`config.mk`:
```
export PLATFORM = sky130hd
export DESIGN_NAME = prog_divider
export DESIGN_NICKNAME = d
export VERILOG_FILES = /design/src/rtl/div_pkg.sv /design/src/rtl/div_ratio_hold.sv /design/src/rtl/div_count_fsm.sv /design/src/rtl/div_out_gate.sv /design/src/rtl/prog_divider.sv
export SDC_FILE = /design/constraint.sdc
export NUM_CORES = 1
export LEC_CHECK = 0
export BUFFER_PORTS_ARGS = -buffer_cell sky130_fd_sc_hd__buf_2
export CAP_MARGIN = 20
export CORE_UTILIZATION = 56
export DETAILED_ROUTE_END_ITERATION = 6
export PLACE_DENSITY = 0.83
export SKIP_LAST_GASP = 1
export SYNTH_ARGS = -nofsm -noshare
export SYNTH_HDL_FRONTEND = slang
export SYNTH_SLANG_ARGS = --single-unit
```
`constraint.sdc`:
```
create_clock -name clk -period 2.6 [get_ports clk]
set_input_delay 0.39 -clock clk [delete_from_list [all_inputs] [get_ports clk]]
set_output_delay 0.39 -clock clk [all_outputs]
set_load 0.03 [all_outputs]
```
`src/rtl/div_pkg.sv`:
```
package div_pkg;

    typedef enum logic { PATH_REF, PATH_VCO } div_path_e;

    typedef enum logic { ST_RUN, ST_BYPASS } div_state_e;

    function automatic int path_width(div_path_e p);
        return (p == PATH_REF) ? 15 : 16;
    endfunction

    function automatic int path_min(div_path_e p);
        return (p == PATH_REF) ? 5 : 40;
    endfunction

    function automatic bit path_bypass(div_path_e p);
        return (p == PATH_REF);
    endfunction

endpackage

```
`src/rtl/div_ratio_hold.sv`:
```
module div_ratio_hold #(
    parameter int W   = 16,
    parameter int MIN = 40,
    parameter bit BYP = 1'b0
) (
    input  logic         clk,
    input  logic         rst,
    input  logic         load_i,
    input  logic [W-1:0] ratio_i,
    output logic [W-1:0] ratio_next_o
);
    localparam logic [W-1:0] MIN_V = W'(MIN);
    localparam logic [W-1:0] ONE   = W'(1);

    logic [W-1:0] pend_q;
    logic [W-1:0] legal;

    // range handling: bypass value passes on the reference path, the rest clamp up
    always_comb begin
        if (BYP && ratio_i == ONE) begin
            legal = ONE;
        end else if (ratio_i < MIN_V) begin
            legal = MIN_V;
        end else begin
            legal = ratio_i;
        end
    end

    assign ratio_next_o = load_i ? legal : pend_q;

    always_ff @(posedge clk) begin
        if (rst) begin
            pend_q <= MIN_V;
        end else begin
            pend_q <= ratio_next_o;
        end
    end

    assert_pend_legal_R5: assert property (@(posedge clk) disable iff (rst)
        (pend_q >= MIN_V) || (BYP && pend_q == ONE));

endmodule

```
`src/rtl/div_count_fsm.sv`:
```
module div_count_fsm import div_pkg::*; #(
    parameter int W   = 16,
    parameter int MIN = 40,
    parameter bit BYP = 1'b0
) (
    input  logic         clk,
    input  logic         rst,
    input  logic [W-1:0] ratio_next_i,
    output logic         wrap_o,
    output logic         pulse_o
);
    localparam logic [W-1:0] MIN_V = W'(MIN);
    localparam logic [W-1:0] ONE   = W'(1);

    div_state_e   state_q, state_d;
    logic [W-1:0] count_q, count_d;
    logic         pulse_q;
    logic         to_bypass;

    assign to_bypass = BYP && (ratio_next_i == ONE);

    always_comb begin
        state_d = state_q;
        count_d = count_q;
        wrap_o  = 1'b0;
        unique case (state_q)
            ST_RUN: begin
                if (count_q == ONE) begin
                    wrap_o  = 1'b1;
                    count_d = ratio_next_i;
                    state_d = to_bypass ? ST_BYPASS : ST_RUN;
                end else begin
                    count_d = count_q - ONE;
                end
            end
            ST_BYPASS: begin
                wrap_o  = 1'b1;
                count_d = ratio_next_i;
                state_d = to_bypass ? ST_BYPASS : ST_RUN;
            end
        endcase
    end

    always_ff @(posedge clk) begin
        if (rst) begin
            state_q <= ST_RUN;
            count_q <= MIN_V;
        end else begin
            state_q <= state_d;
            count_q <= count_d;
        end
    end

    always_ff @(posedge clk) begin
        if (rst) begin
            pulse_q <= 1'b0;
        end else begin
            pulse_q <= wrap_o;
        end
    end

    assign pulse_o = pulse_q;

    assert_count_down_R2: assert property (@(posedge clk) disable iff (rst)
        (state_q == ST_RUN && count_q != ONE) |=> (count_q == $past(count_q) - ONE));

    assert_single_pulse_R2: assert property (@(posedge clk) disable iff (rst)
        (pulse_q && state_q == ST_RUN) |=> !pulse_q);

    assert_count_nonzero_R3: assert property (@(posedge clk) disable iff (rst)
        count_q != '0);

    assert_bypass_ref_only_R6: assert property (@(posedge clk) disable iff (rst)
        (state_q == ST_BYPASS) |-> (BYP && count_q == ONE && pulse_q));

endmodule

```
`src/rtl/div_out_gate.sv`:
```
module div_out_gate (
    input  logic clk,
    input  logic rst,
    input  logic wrap_i,
    input  logic en_i,
    output logic ext_o
);
    logic ext_q;

    always_ff @(posedge clk) begin
        if (rst) begin
            ext_q <= 1'b0;
        end else begin
            ext_q <= wrap_i & en_i;
        end
    end

    assign ext_o = ext_q;

endmodule

```
`src/rtl/prog_divider.sv`:
```
module prog_divider import div_pkg::*; #(
    parameter  div_path_e PATH = PATH_VCO,
    localparam int        W    = path_width(PATH)
) (
    input  logic         clk,
    input  logic         rst,
    input  logic [W-1:0] ratio_i,
    input  logic         ratio_load_i,
    input  logic         out_en_i,
    output logic         div_pulse_o,
    output logic         div_ext_o
);
    localparam int MIN = path_min(PATH);
    localparam bit BYP = path_bypass(PATH);

    logic [W-1:0] ratio_next;
    logic         wrap;

    div_ratio_hold #(.W(W), .MIN(MIN), .BYP(BYP)) u_hold (
        .clk          (clk),
        .rst          (rst),
        .load_i       (ratio_load_i),
        .ratio_i      (ratio_i),
        .ratio_next_o (ratio_next)
    );

    div_count_fsm #(.W(W), .MIN(MIN), .BYP(BYP)) u_fsm (
        .clk          (clk),
        .rst          (rst),
        .ratio_next_i (ratio_next),
        .wrap_o       (wrap),
        .pulse_o      (div_pulse_o)
    );

    div_out_gate u_gate (
        .clk    (clk),
        .rst    (rst),
        .wrap_i (wrap),
        .en_i   (out_en_i),
        .ext_o  (div_ext_o)
    );

    assert_ext_within_pulse_R8: assert property (@(posedge clk) disable iff (rst)
        div_ext_o |-> div_pulse_o);

endmodule

```
==> results.py, run 1 <==
metrics = {
    "synthesis": {
        "ys_ff_latch": 34,
        "yosys_warnings": 0,
        "postSynthAreaPerCell_um2": 9.744,
        "syn_inst": 165,
        "yosysUniqueCellTypes": 45,
        "synth_ff_type": "dfxtp_1",
        "synthesis.area_mm2": 0.001608,
        "async_reset_ff_share_pct": 0,
        "syn_nets": 187,
        "ys_seq_area_share_pct": 42.33,
        "synth_edf_count": 0,
    },
    "place": {
        "dp_cells": 210,
        "post-place-ws_ns": 0.3614,
        "port_buffers": 21,
        "dp_hpwl_um": 2541,
        "routabilityCongestion": 0.8440,
    },
    "drt": {
        "wire_per_inst_um": 15.72,
        "routed_via_density": 6.189,
        "drt-pass1-iter-count": 4,
        "wirelength_um": 3411,
        "num_vias": 1343,
        "ant_nets": 0,
        "drt_iter0_markers": 27,
        "route.detailed.drc": 0,
    },
    "worst_hold_path": {
        "hold_path_startpoint": "out_en_i",
        "holdCritPathClass": "input port to flop",
        "whs_path_depth": 2,
        "hold_end": "u_gate.ext_o",
    },
    "critical_path": {
        "worstReg2RegStart": "u_fsm.count_q[0]",
        "required_ns": 2.85,
        "cpMaxStageDelayCell": "or4b_1",
        "worstSetupEndpointType": "flop",
        "path_cells": "ha_1 > or4b_1 > nor4b_4 > buf_4 > nor2_1 > a211oi_1",
        "reg2reg_slack_ns": 0.32,
        "ff2ff_path_depth": 6,
        "startpoint_type": "flop",
        "path_class": "flop to flop",
        "max_stage_delay_ns": 0.56,
        "r2r-end": "u_fsm.count_q[4]",
        "cp.arrival_ns": 2.53,
        "crit_fanout": 10,
    },
    "global_route": {
        "grt_usage_pct": 24.68,
        "grt_pass1_vias": 1336,
        "grt_max_degree": 33,
        "grt_pass1_wl_um": 5878,
        "gr-total-overflow": 0,
        "grt_antenna_before_repair": 0,
    },
    "timing": {
        "finalMaxSlewViolations": 0,
        "setup_slack_ns": 0.3246,
        "setup_viol": 0,
        "maxSlewHeadroom_pct": 59.04,
        "period_minus_slack_ns": 2.275,
        "finalSetupTns_ns": 0,
        "worst_slew_pin_slew_ns": 0.6088,
        "fin_crit_sh_pct": 87.51,
        "fin_skew_ns": 0.005143,
        "rsz0062_at_grt": "no",
        "fmax_mhz": 439.5,
        "hold_violations": 0,
    },
    "clock_tree": {
        "cts_sinks": 34,
        "postCtsSetupBuffers": 0,
        "max-clock-path-buffers": 2,
        "cts-root-buf": "clkbuf_4",
        "post_cts_resized": 0,
        "htreeDepth": 2,
        "cts_buffers": 5,
        "clk_latency_ns": 0.33,
        "cts_tree": "yes",
        "holdBufCountCts": 0,
        "clkTransAtPathRegs_ns": 0.10,
    },
    "final_layout": {
        "finalNetCount": 208,
        "final_cell_mix": "dfxtp_1 (34), buf_2 (21), nor2_1 (20)",
        "fillers": 225,
        "drive_gt1_share_pct": 20.43,
        "layout_commonest_cell": "dfxtp_1",
        "syn2layout_area_growth_pct": 9.105,
        "finalNonFillerCells": 217,
        "diodes": 0,
    },
    "power": {
        "leakage_uw": 0.0007390,
        "power_density_mw_per_mm2": 596.3,
        "power_uw": 1046,
        "ir_worst_vdd_mv": 0.4620,
    },
    "die": {
        "core_mm2": 0.002734,
        "start_util_pct": 58.81,
        "io_pins": 22,
        "die_w_um": 55.58,
        "row_count": 19,
        "die_area_mm2": 0.003089,
        "die_h_um": 55.58,
    },
    "outcome": {
        "run_status": "completed",
    },
    "flow_run": {
        "cap_violations": 0,
    },
}
-- synthesized netlist by cell type (2+ instances only) --
| cell | number | share of area [%] |
|---|---|---|
| nor2_1 | 20 | 4.7 |
| buf_6 | 3 | 2.1 |
| xor2_1 | 8 | 4.4 |
| ha_1 | 2 | 1.6 |
| nor2b_1 | 2 | 0.78 |
| nor3_1 | 6 | 1.9 |
| nor4_1 | 7 | 2.7 |
| inv_1 | 2 | 0.47 |
| or3_2 | 2 | 0.93 |
| o21ai_0 | 4 | 1.2 |
| o41ai_1 | 2 | 1.1 |
| o21a_1 | 7 | 3.3 |
| mux2i_1 | 14 | 8.7 |
| dfxtp_1 | 34 | 42 |
| a21oi_1 | 8 | 2.5 |
| xnor2_1 | 2 | 1.1 |
| o31ai_1 | 2 | 0.93 |
| nand4_1 | 3 | 1.2 |
| a41o_1 | 2 | 1.2 |
| clkbuf_1 | 4 | 0.93 |
| a211o_1 | 4 | 2.2 |
| a211oi_1 | 4 | 1.9 |
-- metrics by stage --
stage | utilization [%] | instance area [um2] | hold slack (ns)
CTS | 64.16 | 1754 | 0.2376
global route | 64.16 | 1754 | 0.2366
global placement | 62.52 | 1709 | 0.4722
floorplan | - | 1608 | 0.4526
finish | 64.16 | 1754 | 0.2472
detailed placement | 62.52 | 1709 | 0.4891
-- critical path, delay by kind of cell (launching register included) --
| family | cells | cell delay, ns |
|---|---|---|
| simple gates | 3 | 1.11 |
| flops | 1 | 0.44 |
| buf+inv | 1 | 0.26 |
| fa+ha+maj | 1 | 0.19 |
| compound gates | 1 | 0.19 |
-- worst max path at each step --
| stage | startpoint | to |
|---|---|---|
| 6_report | u_fsm.count_q[0] | u_fsm.count_q[4] |
| 5_1_grt | u_fsm.count_q[0] | u_fsm.count_q[4] |
| 4_1_cts | u_fsm.count_q[0] | u_fsm.count_q[4] |
| 3_5_place_dp | u_fsm.count_q[0] | u_fsm.count_q[4] |
| 3_3_place_gp | u_fsm.count_q[0] | u_fsm.count_q[4] |
| 2_1_floorplan | u_fsm.count_q[0] | u_fsm.count_q[11] |
-- sequential cells by signal, summed over array words and instances (netlist names) --
name / flops
u_fsm.count_q: 16
u_fsm.pulse_o: 1
u_gate.ext_o: 1
u_hold.pend_q: 16
-- power by group --
group / leakage (uW) / switching [uW] / internal (uW) / total [uW]
registers: 0.000279 / 36.3 / 556 / 592
clock network: 0.0000254 / 165 / 102 / 266
logic: 0.000435 / 104 / 83.6 / 188
total: 0.000739 / 305 / 741 / 1050
-- layout make-up --
| class | count | area (um2) | area share (%) |
|---|---|---|---|
| multi-input combinational | 119 | 854.6 | 48.72 |
| tap | 31 | 38.79 | 2.211 |
| inverter | 2 | 7.507 | 0.4280 |
| timing repair buffer | 24 | 127.6 | 7.275 |
| clock buffer | 7 | 45.04 | 2.568 |
| sequential | 34 | 680.7 | 38.80 |
-- logic make-up (layout without fill, tap and decap cells) --
family / count (synthesis) / after routing / synth area share (%)
flip-flops: 34 / 34 / 42.33
multiplexers: 14 / 14 / 8.716
XOR/XNOR: 10 / 10 / 5.448
AND/OR/NAND/NOR: 54 / 54 / 19.84
adder cells (fa/ha/maj): 2 / 2 / 1.556
buffers and inverters: 12 / 33 / 4.513
AO/OA/AOI/OAI: 39 / 39 / 17.59
-- routing by layer --
layer	part of all wire [%]	vias up	track usage [%]
li1	-	657	-
met1	43	641	28.19
met2	49	35	40.79
met3	5.2	10	8.605
met4	2.2	0	12.50
met5	0	-	0
Power figures use the tool's default switching activity.
==> inputs of run 2 (changes only) <==
ABC_AREA = 1   (was not set)
CORE_UTILIZATION = 57   (was 56)
SKIP_CTS_REPAIR_TIMING = 1   (was not set)
==> results.py, run 2 <==
metrics = {
    "final_layout": {
        "final_cell_mix": "nand2_1 (117), dfxtp_1 (34), nor2_1 (32)",
        "drive_gt1_share_pct": 17.45,
        "diodes": 0,
        "finalNonFillerCells": 342,
        "finalNetCount": 319,
        "syn2layout_area_growth_pct": 9.154,
        "top_regs": "u_fsm.count_q: 16 flops, u_hold.pend_q: 16 flops",
        "layout_commonest_cell": "nand2_1",
    },
    "timing": {
        "finalMaxSlewViolations": 0,
        "setup_viol": 0,
        "rsz0062_at_grt": "no",
        "maxSlewHeadroom_pct": 72.31,
        "fin_crit_sh_pct": 58.36,
        "hold_violations": 0,
        "fmax_mhz": 659.0,
        "worst_slew_pin_slew_ns": 0.4149,
        "period_minus_slack_ns": 1.517,
        "fin_hold_ws_ns": 0.2551,
        "fin_skew_ns": 0.01157,
        "setup_slack_ns": 1.083,
        "finalSetupTns_ns": 0,
    },
    "synthesis": {
        "synth_edf_count": 0,
        "synth_compound_area_share_pct": 5.270,
        "syn_inst": 276,
        "async_reset_ff_share_pct": 0,
        "synthTopCellsByArea": "dfxtp_1 (38%), nand2_1 (24%), nor2_1 (6.7%)",
        "synthesis.area_mm2": 0.001804,
        "synth_ff_type": "dfxtp_1",
        "yosysMostFrequentCell": "nand2_1",
        "synth_fa_ha_area_share_pct": 1.387,
        "synth_mux_area_share_pct": 0,
        "postSynthAreaPerCell_um2": 6.537,
        "synthTopCellsByCount": "nand2_1 (117), dfxtp_1 (34), nor2_1 (32), inv_1 (22), a21oi_1 (12)",
        "ys_ff_latch": 34,
        "yosysUniqueCellTypes": 25,
        "ys_seq_area_share_pct": 37.73,
        "syn_nets": 298,
        "synth_top_area_share_pct": 37.73,
        "yosysTopAreaCell": "dfxtp_1",
        "yosys_warnings": 0,
        "synth-simple-area-share_pct": 44.87,
        "synth_top_family_by_area": "simple AND/OR/NAND/NOR gates",
        "synth_xor_xnor_area_share_pct": 2.913,
    },
    "outcome": {
        "violations": "DRC",
        "run_status": "finished with violations",
    },
    "die": {
        "core_mm2": 0.003028,
        "die_w_um": 58.26,
        "row_count": 20,
        "io_pins": 22,
        "die_h_um": 58.26,
        "die_area_mm2": 0.003394,
        "start_util_pct": 59.59,
    },
    "critical_path": {
        "worstReg2RegStart": "u_fsm.count_q[0]",
        "required_ns": 2.84,
        "ff2ff_path_depth": 6,
        "max_stage_delay_ns": 0.35,
        "reg2reg_slack_ns": 1.08,
        "cpMaxStageDelayCell": "dfxtp_1",
        "path_class": "flop to flop",
        "crit_fanout": 5,
        "worstSetupEndpointType": "flop",
        "path_cells": "inv_1 > ha_1 > nand2_1 > nor2_2 > xor2_1 > o21ai_0",
        "cp.arrival_ns": 1.76,
        "r2r-end": "u_fsm.count_q[8]",
        "startpoint_type": "flop",
    },
    "clock_tree": {
        "cts-root-buf": "clkbuf_4",
        "max-clock-path-buffers": 2,
        "cts_tree": "yes",
        "cts_buffers": 5,
        "clk_latency_ns": 0.34,
        "clkTransAtPathRegs_ns": 0.11,
        "cts_sinks": 34,
        "htreeDepth": 2,
    },
    "place": {
        "dp_hpwl_um": 2616,
        "routabilityCongestion": 0.8483,
        "port_buffers": 21,
        "post-place-ws_ns": 0.9326,
        "dp_cells": 334,
    },
    "worst_hold_path": {
        "whs_path_depth": 3,
        "hold_end": "u_gate.ext_o",
        "holdCritPathClass": "input port to flop",
        "hold_path_startpoint": "out_en_i",
    },
    "global_route": {
        "grt_antenna_before_repair": 0,
        "grt_max_degree": 18,
        "grt_pass1_wl_um": 5796,
        "grt_usage_pct": 22.59,
        "gr-total-overflow": 0,
        "grt_pass1_vias": 1442,
    },
    "power": {
        "leakage_uw": 0.001037,
        "power_uw": 1071,
        "power_density_mw_per_mm2": 544.0,
        "ir_worst_vdd_mv": 0.3777,
    },
    "drt": {
        "num_vias": 1611,
        "wire_per_inst_um": 10.00,
        "routed_via_density": 4.711,
        "route.detailed.drc": 1,
        "ant_nets": 0,
        "drt_iter0_markers": 55,
        "drt-pass1-iter-count": 6,
        "wirelength_um": 3420,
    },
    "flow_run": {
        "cap_violations": 0,
    },
}
[run 2: cell count changes after synthesis, moves of 7 or more]
cell and change:
nor4_1 -7, nand3_1 +10, inv_1 +20, nand2_1 +116, nand2_2 +10, nor2_1 +12
mux2i_1 -14
[run 2: kinds of logic after synthesis]
family                   after synthesis
AO/OA/AOI/OAI                         18
XOR/XNOR                               6
adder cells (fa/ha/maj)                2
buffers and inverters                 30
flip-flops                            34
AND/OR/NAND/NOR                      186
[run 2: layout make-up]
class,count,area [um2]
Clock inverter,1,5.005
Tap cell,44,55.05
Sequential cell,34,680.7
Fill cell,279,1059
Clock buffer,7,55.05
Timing Repair Buffer,21,105.1
Multi-Input combinational cell,212,982.2
Inverter,23,86.33
[run 2: worst max-delay path, delay by kind of cell, from the launching register on]
| family | cells | cell delay, ns |
|---|---|---|
| AND/OR/NAND/NOR | 2 | 0.35 |
| XOR/XNOR | 1 | 0.19 |
| flip-flops | 1 | 0.35 |
| adder cells (fa/ha/maj) | 1 | 0.28 |
| AO/OA/AOI/OAI | 1 | 0.09 |
| buffers and inverters | 1 | 0.15 |
[run 2: worst max path at each step]
stage                           startpoint                end  slack [ns]  cells past startpoint
after global routing      u_fsm.count_q[0]  u_fsm.count_q[14]        0.95                      9
final                     u_fsm.count_q[0]   u_fsm.count_q[8]        1.08                      6
after floorplan           u_fsm.count_q[0]  u_fsm.count_q[12]        1.29                      9
after CTS                 u_fsm.count_q[0]   u_fsm.count_q[8]        1.08                      6
after detailed placement      ratio_load_i   u_fsm.count_q[6]        0.93                      7
after global placement        ratio_load_i   u_fsm.count_q[6]        0.97                      7
[run 2: stage by stage]
| stage | instance area (um2) | utilization, % |
|---|---|---|
| finish | 1969 | 65.04 |
| global route | 1969 | 65.04 |
| CTS | 1969 | 65.04 |
| detailed placement | 1909 | 63.06 |
| global placement | 1909 | 63.06 |
| floorplan | 1804 | - |
[run 2: layer usage]
layer	GRT usage [%]	share of wire [%]	vias up
met4	12.59	2.2	0
met3	4.018	4.1	8
li1	-	-	882
met5	0	0	-
met2	37.60	46	34
met1	27.50	48	687
[run 2: power by group]
part           internal [uW]  switching [uW]  total [uW]
combinational           71.9             117         189
sequential               553            24.3         577
clock                    131             174         305
total                    756             316        1070
